File: src/rtl/cbt_pkg.sv
package cbt_pkg;

  // Width of the quantum counter inside a bit (16 + 4 stretch fits).
  localparam int Q_W     = 5;
  localparam int PRESC_W = 10;
  localparam int JW_W    = 2;
  localparam int S1_W    = 4;
  localparam int S2_W    = 3;

  // Bits of the configuration word that hold state.
  localparam logic [31:0] CFG_KEEP_MASK = 32'h00FF_C3FF;

  typedef enum logic [1:0] {
    SEG_SYNC = 2'd0,
    SEG_ONE  = 2'd1,
    SEG_TWO  = 2'd2
  } seg_e;

  typedef struct packed {
    logic               vote3;
    logic [S2_W-1:0]    seg2_m1;
    logic [S1_W-1:0]    seg1_m1;
    logic [JW_W-1:0]    jump_m1;
    logic [PRESC_W-1:0] div_m1;
  } bt_cfg_t;

  function automatic bt_cfg_t split_cfg(input logic [31:0] w);
    bt_cfg_t c;
    c.div_m1  = w[9:0];
    c.jump_m1 = w[15:14];
    c.seg1_m1 = w[19:16];
    c.seg2_m1 = w[22:20];
    c.vote3   = w[23];
    return c;
  endfunction

endpackage

File: src/rtl/cbt_cfg_reg.sv
module cbt_cfg_reg
  import cbt_pkg::*;
#(
  parameter logic [31:0] RESET_WORD = 32'h0
) (
  input  logic        clk,
  input  logic        rst,
  input  logic        reset_mode,
  input  logic        we,
  input  logic [31:0] wdata,
  output logic [31:0] rdata,
  output bt_cfg_t     cfg
);

  logic [31:0] word_q;

  always_ff @(posedge clk) begin
    if (rst) begin
      word_q <= RESET_WORD & CFG_KEEP_MASK;
    end else if (we && reset_mode) begin
      word_q <= wdata & CFG_KEEP_MASK;
    end
  end

  assign rdata = word_q;
  assign cfg   = split_cfg(word_q);

  AST_CFG_FROZEN: assert property (@(posedge clk) disable iff (rst)
    !reset_mode |=> $stable(word_q));

endmodule

File: src/rtl/cbt_tq_prescaler.sv
module cbt_tq_prescaler #(
  parameter int CNT_W = 10
) (
  input  logic             clk,
  input  logic             rst,
  input  logic             run,
  input  logic [CNT_W-1:0] div_m1,
  output logic             tq_tick
);

  logic [CNT_W-1:0] cnt_q;

  assign tq_tick = run && (cnt_q == div_m1);

  always_ff @(posedge clk) begin
    if (rst || !run) begin
      cnt_q <= '0;
    end else if (tq_tick) begin
      cnt_q <= '0;
    end else begin
      cnt_q <= cnt_q + 1'b1;
    end
  end

  AST_TICK_SPACING: assert property (@(posedge clk) disable iff (rst)
    (tq_tick && (div_m1 != '0)) |=> !tq_tick);

endmodule

File: src/rtl/cbt_rx_sampler.sv
module cbt_rx_sampler #(
  parameter int SYNC_STAGES = 2
) (
  input  logic clk,
  input  logic rst,
  input  logic run,
  input  logic tq_tick,
  input  logic vote3,
  input  logic rx_in,
  output logic rx_now,
  output logic rx_vote,
  output logic fall_edge
);

  logic [SYNC_STAGES-1:0] sync_q;
  logic                   prev_q;
  logic [1:0]             hist_q;

  generate
    if (SYNC_STAGES == 1) begin : g_one
      always_ff @(posedge clk) begin
        if (rst) sync_q <= 1'b1;
        else     sync_q <= rx_in;
      end
    end else begin : g_chain
      always_ff @(posedge clk) begin
        if (rst) sync_q <= '1;
        else     sync_q <= {sync_q[SYNC_STAGES-2:0], rx_in};
      end
    end
  endgenerate

  assign rx_now    = sync_q[SYNC_STAGES-1];
  assign fall_edge = tq_tick && prev_q && !rx_now;

  // Majority over the two previous quanta and the current one.
  assign rx_vote = vote3 ? ((hist_q[1] & hist_q[0]) | (hist_q[1] & rx_now) |
                            (hist_q[0] & rx_now))
                         : rx_now;

  always_ff @(posedge clk) begin
    if (rst || !run) begin
      prev_q <= 1'b1;
      hist_q <= 2'b11;
    end else if (tq_tick) begin
      prev_q <= rx_now;
      hist_q <= {hist_q[0], rx_now};
    end
  end

  AST_EDGE_ON_TICK: assert property (@(posedge clk) disable iff (rst)
    fall_edge |-> (run && !rx_now));

endmodule

File: src/rtl/cbt_bit_seq.sv
module cbt_bit_seq
  import cbt_pkg::*;
(
  input  logic    clk,
  input  logic    rst,
  input  logic    run,
  input  logic    tq_tick,
  input  logic    bus_idle,
  input  logic    fall_edge,
  input  logic    rx_vote,
  input  bt_cfg_t cfg,
  output logic    sample_stb,
  output logic    tx_stb,
  output logic    rx_bit
);

  seg_e           seg_q;
  logic [Q_W-1:0] qcnt_q;
  logic [2:0]     stretch_q;
  logic [2:0]     cut_q;
  logic           adjusted_q;

  logic [Q_W-1:0] seg1_len, seg2_len, late_err, remain, one_last, two_last;
  logic [2:0]     jump_len, stretch_new;
  logic           soft_edge;

  always_comb begin
    seg1_len    = Q_W'(cfg.seg1_m1) + Q_W'(1);
    seg2_len    = Q_W'(cfg.seg2_m1) + Q_W'(1);
    jump_len    = {1'b0, cfg.jump_m1} + 3'd1;
    late_err    = qcnt_q + Q_W'(1);
    stretch_new = (late_err > Q_W'(jump_len)) ? jump_len : late_err[2:0];
    remain      = seg2_len - Q_W'(1) - qcnt_q;
    one_last    = seg1_len + Q_W'(stretch_q) - Q_W'(1);
    two_last    = seg2_len - Q_W'(1) - Q_W'(cut_q);
    soft_edge   = fall_edge && !bus_idle && !adjusted_q;
  end

  always_ff @(posedge clk) begin
    if (rst) begin
      seg_q      <= SEG_SYNC;
      qcnt_q     <= '0;
      stretch_q  <= '0;
      cut_q      <= '0;
      adjusted_q <= 1'b0;
      sample_stb <= 1'b0;
      tx_stb     <= 1'b0;
      rx_bit     <= 1'b1;
    end else begin
      sample_stb <= 1'b0;
      tx_stb     <= 1'b0;
      if (!run) begin
        seg_q      <= SEG_SYNC;
        qcnt_q     <= '0;
        stretch_q  <= '0;
        cut_q      <= '0;
        adjusted_q <= 1'b0;
      end else if (tq_tick) begin
        if (fall_edge && bus_idle) begin
          // Hard sync: the edge quantum was the sync quantum.
          seg_q      <= SEG_ONE;
          qcnt_q     <= '0;
          stretch_q  <= '0;
          cut_q      <= '0;
          adjusted_q <= 1'b0;
          tx_stb     <= 1'b1;
        end else begin
          unique case (seg_q)
            SEG_SYNC: begin
              seg_q      <= SEG_ONE;
              qcnt_q     <= '0;
              stretch_q  <= '0;
              cut_q      <= '0;
              adjusted_q <= 1'b0;
            end
            SEG_ONE: begin
              if (soft_edge) begin
                stretch_q  <= stretch_new;
                adjusted_q <= 1'b1;
                qcnt_q     <= qcnt_q + Q_W'(1);
              end else if (qcnt_q == one_last) begin
                seg_q      <= SEG_TWO;
                qcnt_q     <= '0;
                sample_stb <= 1'b1;
                rx_bit     <= rx_vote;
              end else begin
                qcnt_q <= qcnt_q + Q_W'(1);
              end
            end
            SEG_TWO: begin
              if (soft_edge && (remain <= Q_W'(jump_len))) begin
                seg_q      <= SEG_ONE;
                qcnt_q     <= '0;
                stretch_q  <= '0;
                cut_q      <= '0;
                adjusted_q <= 1'b0;
                tx_stb     <= 1'b1;
              end else if (soft_edge) begin
                cut_q      <= jump_len;
                adjusted_q <= 1'b1;
                qcnt_q     <= qcnt_q + Q_W'(1);
              end else if (qcnt_q == two_last) begin
                seg_q  <= SEG_SYNC;
                qcnt_q <= '0;
                tx_stb <= 1'b1;
              end else begin
                qcnt_q <= qcnt_q + Q_W'(1);
              end
            end
            default: begin
              seg_q  <= SEG_SYNC;
              qcnt_q <= '0;
            end
          endcase
        end
      end
    end
  end

  AST_STB_EXCL: assert property (@(posedge clk) disable iff (rst)
    !(sample_stb && tx_stb));
  AST_SAMPLE_POS: assert property (@(posedge clk) disable iff (rst)
    sample_stb |-> (seg_q == SEG_TWO && qcnt_q == '0));
  AST_IDLE_QUIET: assert property (@(posedge clk) disable iff (rst)
    !run |=> (!sample_stb && !tx_stb));
  AST_ONE_BOUND: assert property (@(posedge clk) disable iff (rst)
    (seg_q == SEG_ONE) |-> (qcnt_q < seg1_len + Q_W'(jump_len)));
  AST_TWO_BOUND: assert property (@(posedge clk) disable iff (rst)
    (seg_q == SEG_TWO) |-> (qcnt_q < seg2_len));

endmodule

File: src/rtl/can_bit_timing.sv
module can_bit_timing
  import cbt_pkg::*;
#(
  parameter int          SYNC_STAGES = 2,
  parameter logic [31:0] RESET_WORD  = 32'h0
) (
  input  logic        clk,
  input  logic        rst,
  input  logic        reset_mode,
  input  logic        cfg_we,
  input  logic [31:0] cfg_wdata,
  output logic [31:0] cfg_rdata,
  input  logic        bus_idle,
  input  logic        rx_in,
  output logic        sample_stb,
  output logic        tx_stb,
  output logic        rx_bit
);

  bt_cfg_t cfg;
  logic    run, tq_tick, rx_now, rx_vote, fall_edge;

  assign run = !reset_mode;

  cbt_cfg_reg #(.RESET_WORD(RESET_WORD)) cfg_i (
    .clk(clk), .rst(rst), .reset_mode(reset_mode),
    .we(cfg_we), .wdata(cfg_wdata), .rdata(cfg_rdata), .cfg(cfg)
  );

  cbt_tq_prescaler #(.CNT_W(PRESC_W)) presc_i (
    .clk(clk), .rst(rst), .run(run), .div_m1(cfg.div_m1), .tq_tick(tq_tick)
  );

  cbt_rx_sampler #(.SYNC_STAGES(SYNC_STAGES)) rxs_i (
    .clk(clk), .rst(rst), .run(run), .tq_tick(tq_tick), .vote3(cfg.vote3),
    .rx_in(rx_in), .rx_now(rx_now), .rx_vote(rx_vote), .fall_edge(fall_edge)
  );

  cbt_bit_seq seq_i (
    .clk(clk), .rst(rst), .run(run), .tq_tick(tq_tick), .bus_idle(bus_idle),
    .fall_edge(fall_edge), .rx_vote(rx_vote), .cfg(cfg),
    .sample_stb(sample_stb), .tx_stb(tx_stb), .rx_bit(rx_bit)
  );

  logic unused_rx_now;
  assign unused_rx_now = rx_now;

endmodule

File: config.mk
export PLATFORM = sky130hd
export DESIGN_NAME = can_bit_timing
export DESIGN_NICKNAME = d
export VERILOG_FILES = /design/src/rtl/cbt_pkg.sv /design/src/rtl/cbt_cfg_reg.sv /design/src/rtl/cbt_tq_prescaler.sv /design/src/rtl/cbt_rx_sampler.sv /design/src/rtl/cbt_bit_seq.sv /design/src/rtl/can_bit_timing.sv
export SDC_FILE = /design/constraint.sdc
export NUM_CORES = 1
export LEC_CHECK = 0
export ABC_CLOCK_PERIOD_IN_PS = 3800
export CAP_MARGIN = 20
export CELL_PAD_IN_SITES_DETAIL_PLACEMENT = 1
export CELL_PAD_IN_SITES_GLOBAL_PLACEMENT = 2
export CORE_MARGIN = 1.5
export CORE_UTILIZATION = 29
export DETAILED_ROUTE_END_ITERATION = 8
export GPL_TIMING_DRIVEN = 0
export PLACE_DENSITY = 0.79
export SLEW_MARGIN = 20
export SYNTH_ARGS = -nofsm -noshare
export SYNTH_HDL_FRONTEND = slang
export SYNTH_SLANG_ARGS = --single-unit
File: constraint.sdc
create_clock -name clk -period 3.8 [get_ports clk]
set_input_delay 0.57 -clock clk [delete_from_list [all_inputs] [get_ports clk]]
set_output_delay 0.57 -clock clk [all_outputs]
set_load 0.005 [all_outputs]
==> results of run 1 <==
-- cells in the mapped netlist, types with 3 or more instances --
master	instances
xnor2_1	14
nor4_1	4
and2_1	3
nand3b_1	3
nand3_1	14
dfxtp_1	51
inv_1	18
fa_1	3
and3_1	6
nand2_1	59
o21ai_1	4
nand2b_1	8
nor2_1	23
o22a_1	3
o21ai_0	6
or2_2	3
nor3_1	12
a31oi_1	3
a211o_1	5
nor2b_1	6
xor2_1	19
clkbuf_1	11
ha_1	24
a21oi_1	36
buf_4	13
or3_1	3
mux2i_1	6
-- how the worst max path moves through the flow --
stage	slack, ns	endpoint	start	cells past startpoint
detailed placement	0.02	seq_i.qcnt_q[4]	cfg_i.rdata[20]	13
global placement	0.08	seq_i.qcnt_q[4]	cfg_i.rdata[20]	13
CTS	0.02	seq_i.qcnt_q[4]	cfg_i.rdata[21]	13
floorplan	0.43	seq_i.qcnt_q[4]	cfg_i.rdata[20]	13
finish	0.23	seq_i.qcnt_q[4]	cfg_i.rdata[20]	13
global route	0.006	seq_i.qcnt_q[4]	cfg_i.rdata[20]	13
-- flip-flops by register name, summed over array words and instances, names as in the netlist --
register          cells
seq_i.sample_stb      1
seq_i.cut_q           3
presc_i.cnt_q        10
seq_i.seg_q           2
seq_i.tx_stb          1
seq_i.qcnt_q          5
rxs_i.sync_q          2
rxs_i.hist_q          2
seq_i.rx_bit          1
cfg_i.rdata          20
seq_i.stretch_q       3
seq_i.adjusted_q      1
-- cells by family (layout without fill, tap and decap cells) --
family / count (synthesis) / count (layout) / synth area share
xor+xnor: 35 / 35 / 0.1008
compound gates: 76 / 76 / 0.1569
flops: 51 / 51 / 0.3138
other cells: 1 / 12 / 0.001153
fa+ha+maj: 27 / 27 / 0.1108
buf+inv: 44 / 99 / 0.06615
mux: 7 / 7 / 0.02192
simple gates: 153 / 153 / 0.2285
-- metal layers --
metal	up-vias	share of wire	track usage
met4	0	0.012	0.04511
met3	6	0.020	0.01853
met2	35	0.47	0.2603
li1	1458	-	-
met1	1371	0.50	0.2111
met5	-	0	0
-- through the flow --
stage | area, um2 | total power (W) | utilization | hold slack, ns | std cells
after floorplan | 3294 | 0.0007218 | - | 0.3895 | 405
final | 4089 | 0.001202 | 0.3755 | 0.4297 | 600
after detailed placement | 3940 | 0.0008125 | 0.3619 | 0.4043 | 592
after CTS | 4056 | 0.001215 | 0.3726 | 0.4314 | 600
after global routing | 4089 | 0.001265 | 0.3755 | 0.4587 | 600
after global placement | 3940 | 0.0008063 | 0.3619 | 0.3918 | 592
-- final cells by class --
class / count / area, um2 / share of cell area
multi-input cells: 310 / 2090 / 0.5110
flip-flops and latches: 51 / 1023 / 0.2503
repair buffers: 47 / 470.5 / 0.1151
well taps: 140 / 175.2 / 0.04284
plain buffers: 25 / 143.9 / 0.03519
inverters: 19 / 71.32 / 0.01744
clock buffers: 5 / 68.82 / 0.01683
clock inverters: 3 / 46.29 / 0.01132
-- where the power goes --
part / leakage (nW) / switching [W] / internal [W] / total (W)
Combinational: 1.15 / 0.000129 / 0.000112 / 0.000241
Sequential: 0.415 / 0.0000158 / 0.000548 / 0.000563
Clock: 0.0548 / 0.000199 / 0.000199 / 0.000398
Total: 1.62 / 0.000344 / 0.000859 / 0.00120
-- worst max-delay path: cells and delay by family (launching register included) --
kind                     cells  cell delay (ns)
flip-flops                   1             0.40
XOR/XNOR                     1             0.24
AO/OA/AOI/OAI                5             1.24
buffers and inverters        2             0.17
adder cells (fa/ha/maj)      3             1.19
AND/OR/NAND/NOR              2             0.23
-- what timing repair did --
action	CTS	global route
hold endpoints to repair	0	0
hold buffers	0	0
endpoints found under the setup margin	1	8
gates cloned	0	0
resized for setup	1	5
==> impl_summary.md, run 1 <==
Synthesis
The leading register cell type out of synthesis is dfxtp_1. The share of the synthesized area in the top cell type is 0.3138. Each instance of the synthesized netlist takes up on average 8.257 um2. The share of the Yosys chip area taken by registers is 0.3138. The synthesized design contains 0 enable-type register cells. Synthesis inferred 51 register bits. The largest area contributor in the netlist is dfxtp_1. The summed instance area of the synthesized netlist is 0.003253 mm2. The Yosys step of the flow raised 0 warnings. Counting distinct cell types in the post-synthesis netlist gives 55. Counting flops with an async set or reset pin after synthesis yields a share of 0. The cell count after synthesis is 394. Ranked by total cell area, the synthesized netlist is headed by dfxtp_1 31%, ha_1 9.2%, nand2_1 6.8%, a21oi_1 5.5%, xor2_1 5.1%.

CTS
The CTS tree is yes. The sink count of the clock tree is 51. TritonCTS created 5 clock buffers.

The number of setup buffers added after CTS is 0. The tree is rooted in a clkbuf_8. The H-tree was split into 2 levels. At the later pin of the worst-skew pair, clock insertion delay measures 0.32 ns. The clock transition at the registers of the reported paths is 0.10 ns. The deepest clock path buffer count is 2.

STA
Headroom to the max-slew limit came out at 0.5912. The achievable frequency is 279.8 MHz. Setup violations remaining at the end of the flow were counted as 0. The portion of the clock cycle consumed by the worst path in the final layout is 0.9405. The final total negative setup slack is 0 ns. At the pin with the least slew margin, the transition time is 0.6091 ns.

The worst-case clock skew is 0.008560 ns. The time the worst path needs with I/O delays and setup is 3.574 ns. The number of hold violations in the final report is 0. Setup repair after global routing left no endpoint under its margin. After layout, the worst setup slack is 0.2260 ns. The max-slew violation count came to 0.

GRT
The number of global-route vias before repair is 3022. Entering global routing, the biggest net connects 18 pins. The first global-routing pass estimated 14550 um of wire. The initial antenna violation count is 0.

Across every metal layer, demand over resource in global routing totals 0.1562. The total congestion overflow after global routing is 0.

Cells and area
At the end of the flow, the number of nets in the layout was 524. Leaving out fill and tap cells, the most frequent cells in the layout are 59 x nand2_1, 49 x dfxtp_1, 47 x clkdlybuf4s50_1, 36 x a21oi_1, 24 x ha_1. The filler cells instantiated in the layout total 1288. The antenna cell count is 0. The library cell used most frequently in the layout, excluding fill and tap cells, is nand2_1. The area growth from synthesis to final layout is 25.69%. Of the cells placed in the final design, the portion with a size suffix greater than 1 is 0.08696.

Hold path
The worst hold endpoint is rxs_i.sync_q[1]. In this run the most critical hold path is launched from rxs_i.sync_q[0]. Along the worst hold path, the cell count comes to 1. The tightest min-delay check is of the flop to flop type.

Job
The tool flagged a number of max-cap violations equal to 0.

Floorplanning
The die is 108.9 um wide. The initial core utilization is 0.2988. The die is 108.9 um tall. 73 I/O pins were placed.

Row generation in the floorplan step produced 38 rows. The die covers 0.01186 mm2. The core region is 0.01089 mm2.

Worst setup path
The launch instance of the worst register-to-register path is cfg_i.rdata[20]. The critical path in this run is classified as flop to flop. The type of element capturing the critical path is a flop. The data arrival time of the critical path is 3.78 ns. Counting cells, the worst reg-to-reg path comes to 13. The launching element type of the critical path is a flop.

The endpoint of the worst-slack reg-to-reg timing path is seq_i.qcnt_q[4]. The maximum single-stage delay on the critical path is 0.51 ns. Walking the worst path, the cells encountered are ha_1, xor2_2, inv_1, fa_1, inv_1, ha_1, nor2b_1, o21a_1, o21ai_1, o2111ai_4, a32oi_4, nor3_1, a211o_1.

On the critical path, the stage with the largest delay is an instance of fa_1. STA puts the critical path data required time at 4.01 ns. Of all nets on the critical path, the largest fanout is 7. The internal reg-to-reg setup slack is 0.23 ns.

Detailed routing
For this block, the via count after detailed routing is 2870. The per-cell routed wire length is 14.41 um. In this run the remaining antenna-violating nets after routing total 0. For this run, design rule violations remaining after detail routing come to 0. The routed wire length is 8646 um. The detailed-route vias per instance is 4.783. The first-pass iteration count of the detailed router is 4. After the first detailed-routing iteration, the DRC count stood at 81.

Placed design
The count of buffers added on input and output ports is 47. The placer's final routability congestion estimate is 0.8353. The sum of net half-perimeters after detailed placement is 6917 um. OpenSTA, run right after detailed placement, puts the worst setup slack at 0.01598 ns.

Power and ir drop
The power density normalized to cell area is 294.1 mW/mm2. The highest ir drop seen on vdd is 0.1727 mV. In this run the static leakage power is 1.620 nW.

Status
The run finished with clean final reports.
No activity file was read; power rests on OpenSTA's default activity.
==> run 2, diff against run 1 <==
--- a/config.mk
+++ b/config.mk
@@ -5,7 +5,7 @@
 export SDC_FILE = /design/constraint.sdc
 export NUM_CORES = 1
 export LEC_CHECK = 0
-export ABC_CLOCK_PERIOD_IN_PS = 3800
+export ABC_CLOCK_PERIOD_IN_PS = 3500
 export CAP_MARGIN = 20
 export CELL_PAD_IN_SITES_DETAIL_PLACEMENT = 1
 export CELL_PAD_IN_SITES_GLOBAL_PLACEMENT = 2
@@ -14,7 +14,8 @@
 export DETAILED_ROUTE_END_ITERATION = 8
 export GPL_TIMING_DRIVEN = 0
 export PLACE_DENSITY = 0.79
-export SLEW_MARGIN = 20
+export REMOVE_ABC_BUFFERS = 1
+export SLEW_MARGIN = 30
 export SYNTH_ARGS = -nofsm -noshare
 export SYNTH_HDL_FRONTEND = slang
 export SYNTH_SLANG_ARGS = --single-unit
==> constraint.sdc (replaced) <==
create_clock -name clk -period 3.5 [get_ports clk]
set_input_delay 0.525 -clock clk [delete_from_list [all_inputs] [get_ports clk]]
set_output_delay 0.525 -clock clk [all_outputs]
set_load 0.005 [all_outputs]
==> impl_summary.md, run 2 (synthesis results as in run 1) <==
Cells and area
The antenna cell count was 0 (unchanged). The final non-filler cell area is 0.004053 mm2 (-0.89%). The post-layout utilization of the core is 0.3722 (-0.003333).

The flip-flop and latch area is 0.001028 mm2 (+0.49%). The total area of multi-input combinational cells was 0.002147 mm2 (+2.8%). The number of nets in the layout is 507 (-3.2%). The flip-flop count of the largest register after layout is 20 (unchanged). The layout cell share with drive strength beyond 1 is 0.08597 (-0.0009837). The area growth from synthesis to final layout is 24.58%.

The most common library cell in the layout ignoring fill and taps is nand2_1. The total of fill cells in the finished design came to 1285 (-0.23%). The top cell types in the final layout, fill and taps aside, are 59 x nand2_1, 49 x dfxtp_1, 47 x clkdlybuf4s50_1, 36 x a21oi_1, 23 x nor2_1. The non-filler instance count after layout was 582 (-3.0%).

Worst setup path
The data arrival time of the critical path came to 3.54 ns (-0.24 ns). The required arrival time at the worst endpoint came to 3.71 ns (-0.30 ns). The number of buffers and inverters on the critical path was 2 (unchanged). The largest fanout on the critical path was 6 (-1). The maximum single-stage delay on the critical path is 0.50 ns (about the same). The startpoint-to-endpoint class of the critical path is flop to flop. On the critical path, the stage with the largest delay is an instance of fa_1.

The internal reg-to-reg setup slack came to 0.17 ns (-0.06 ns). Traced cell by cell, the critical path runs through ha_4, xor2_4, inv_2, fa_1, inv_1, ha_1, nor2b_1, o21a_1, o21ai_2, o2111ai_4, a32oi_4, nor3_1, a211o_1. The cell family contributing the most delay on the critical path is compound AO/OA/AOI/OAI gates.

STA classifies the critical path startpoint as a flop. STA classifies the critical path endpoint as a flop.

GRT
The largest net degree at the start of global routing is 29 (+11). The number of global-route vias before repair is 2952 (-2.3%). The first-pass GRT wire length came to 14680 um (+0.85%).

The total congestion overflow after global routing is 0 (unchanged). The initial antenna violation count came to 0 (unchanged). The global-route usage over all layers is 0.1572 (+0.0009333).

Power and ir drop
The total power came to 0.001294 W (+7.6%). The static leakage was 1.573 nW (-2.9%). The highest ir drop seen on vdd is 0.1691 mV (-2.1%). The power density normalized to cell area is 319.4 mW/mm2 (+8.6%).

STA
The setup-violating endpoint count in the final report was 0 (unchanged). Setup repair after global routing left no endpoint under its margin. The number of hold violations in the final report was 0 (unchanged). The minimum setup slack in the final design is 0.1694 ns (-0.05658 ns). The time the worst path needs with I/O delays and setup is 3.331 ns (-0.2434 ns).

The worst-case clock skew is 0.006757 ns (-0.001802 ns). The relative max-transition margin is 0.4302 (-0.1610). The portion of the clock cycle consumed by the worst path in the final layout came to 0.9516 (+0.01107). The measured slew at the worst slew-check pin is 0.8547 ns (+0.2455 ns).

The max-slew violation count is 0 (unchanged). The achievable frequency is 300.2 MHz (+7.3%).

Floorplanning
The number of rows created at floorplan came to 38 (unchanged). The initial core utilization is 0.2988 (unchanged). The die outline width is 108.9 um (unchanged). The chip height is 108.9 um (unchanged). The full die area came to 0.01186 mm2 (unchanged). The number of ports placed on the die boundary is 73 (unchanged). The placeable core area is 0.01089 mm2 (unchanged).

Detailed routing
The DRC violations left came to 0 (unchanged). The per-cell routed wire length is 15.37 um (+6.7%). The number of design-rule violations left by the first detailed-router iteration is 105 (+30%). The detailed-route vias per instance was 4.897 (+2.4%). The final antenna-violating net count is 0 (unchanged). The via count was 2850 (-0.70%). The routed wire length is 8948 um (+3.5%).

The first-pass iteration count of the detailed router is 4 (unchanged).

Hold path
The worst min-delay path category is flop to flop.

CTS
TritonCTS built the clock tree. The number of clock buffers inserted by TritonCTS is 5 (unchanged). The clock transition at the registers of the reported paths is 0.10 ns (about the same). The root buffer cell is clkbuf_8. The clock network latency to the later pin of the worst-skew pair was 0.31 ns (about the same). The deepest clock path buffer count was 2 (unchanged).

The H-tree level count is 2 (unchanged). The sink count of the clock tree is 51 (unchanged).

Placed design
The count of port buffers added during placement is 48 (+2.1%). The standard cell area after detailed placement is 0.003801 mm2 (-3.5%). The placer's final routability congestion estimate is 0.8298 (-0.66%). The number of cells in the design after placement is 568 (-4.1%).

The sum of net half-perimeters after detailed placement is 6774 um (-2.1%). The worst slack after detailed placement is -0.3018 ns (-0.3178 ns).

Job
The total of max-cap violations came to 0 (unchanged).

Status
The run finished with clean final reports.
-- run 2: changes by cell type in the layout (fill, tap and decap cells not counted), moves of 2 or more --
cell / previous run / this run
clkbuf_1: 11 / 1
buf_4: 13 / 7
dfxtp_2: 2 / 0
dfxtp_4: 0 / 2
ha_1: 24 / 22
ha_4: 0 / 2
o21ai_1: 4 / 2
o21ai_2: 0 / 2
-- run 2: final timing paths --
kind                   startpoint               to  cells after the start
hold / removal    rxs_i.sync_q[0]  rxs_i.sync_q[1]                      1
setup reg to reg  cfg_i.rdata[21]  seq_i.qcnt_q[4]                     13
hold reg to reg   rxs_i.sync_q[0]  rxs_i.sync_q[1]                      1
setup / recovery  cfg_i.rdata[21]  seq_i.qcnt_q[4]                     13
-- run 2: layout make-up --
cell class | instances | share of cell area
flip-flops and latches | 51 | 0.2538
clock inverters | 1 | 0.007410
repair buffers | 55 | 0.1303
multi-input cells | 310 | 0.5298
inverters | 19 | 0.01760
well taps | 140 | 0.04322
clock buffers | 6 | 0.01791
-- run 2: per-stage QoR --
step	hold slack [ns]	setup TNS, ns
2_1_floorplan	0.3895	0
3_3_place_gp	0.3927	-0.8050
3_5_place_dp	0.3991	-1.693
4_1_cts	0.4258	0
5_1_grt	0.4527	0
6_report	0.4241	0
-- run 2: what timing repair did --
item,in CTS,in global routing
hold buffers,0,0
gates resized for setup,10,7
setup endpoints to repair,12,7
pin swaps,3,5
buffers inserted,1,6
-- run 2: routing by layer --
metal,share of wire,global-route usage,routed length (um)
met5,0,0,0
met1,0.47,0.2019,4208
met4,0.0087,0.03102,78
met3,0.028,0.01913,251
met2,0.49,0.2813,4409
-- run 2: worst register-to-register path: cells and delay by family (launching register included) --
family / cells / cell delay [ns]
AO/OA/AOI/OAI: 5 / 1.22
adder cells (fa/ha/maj): 3 / 1.10
flip-flops: 1 / 0.39
AND/OR/NAND/NOR: 2 / 0.23
XOR/XNOR: 1 / 0.17
buffers and inverters: 2 / 0.12
-- run 2: where the power goes --
group / internal (W) / switching, W
Clock: 0.000210 / 0.000204
Sequential: 0.000594 / 0.0000175
Combinational: 0.000123 / 0.000146
Total: 0.000927 / 0.000368
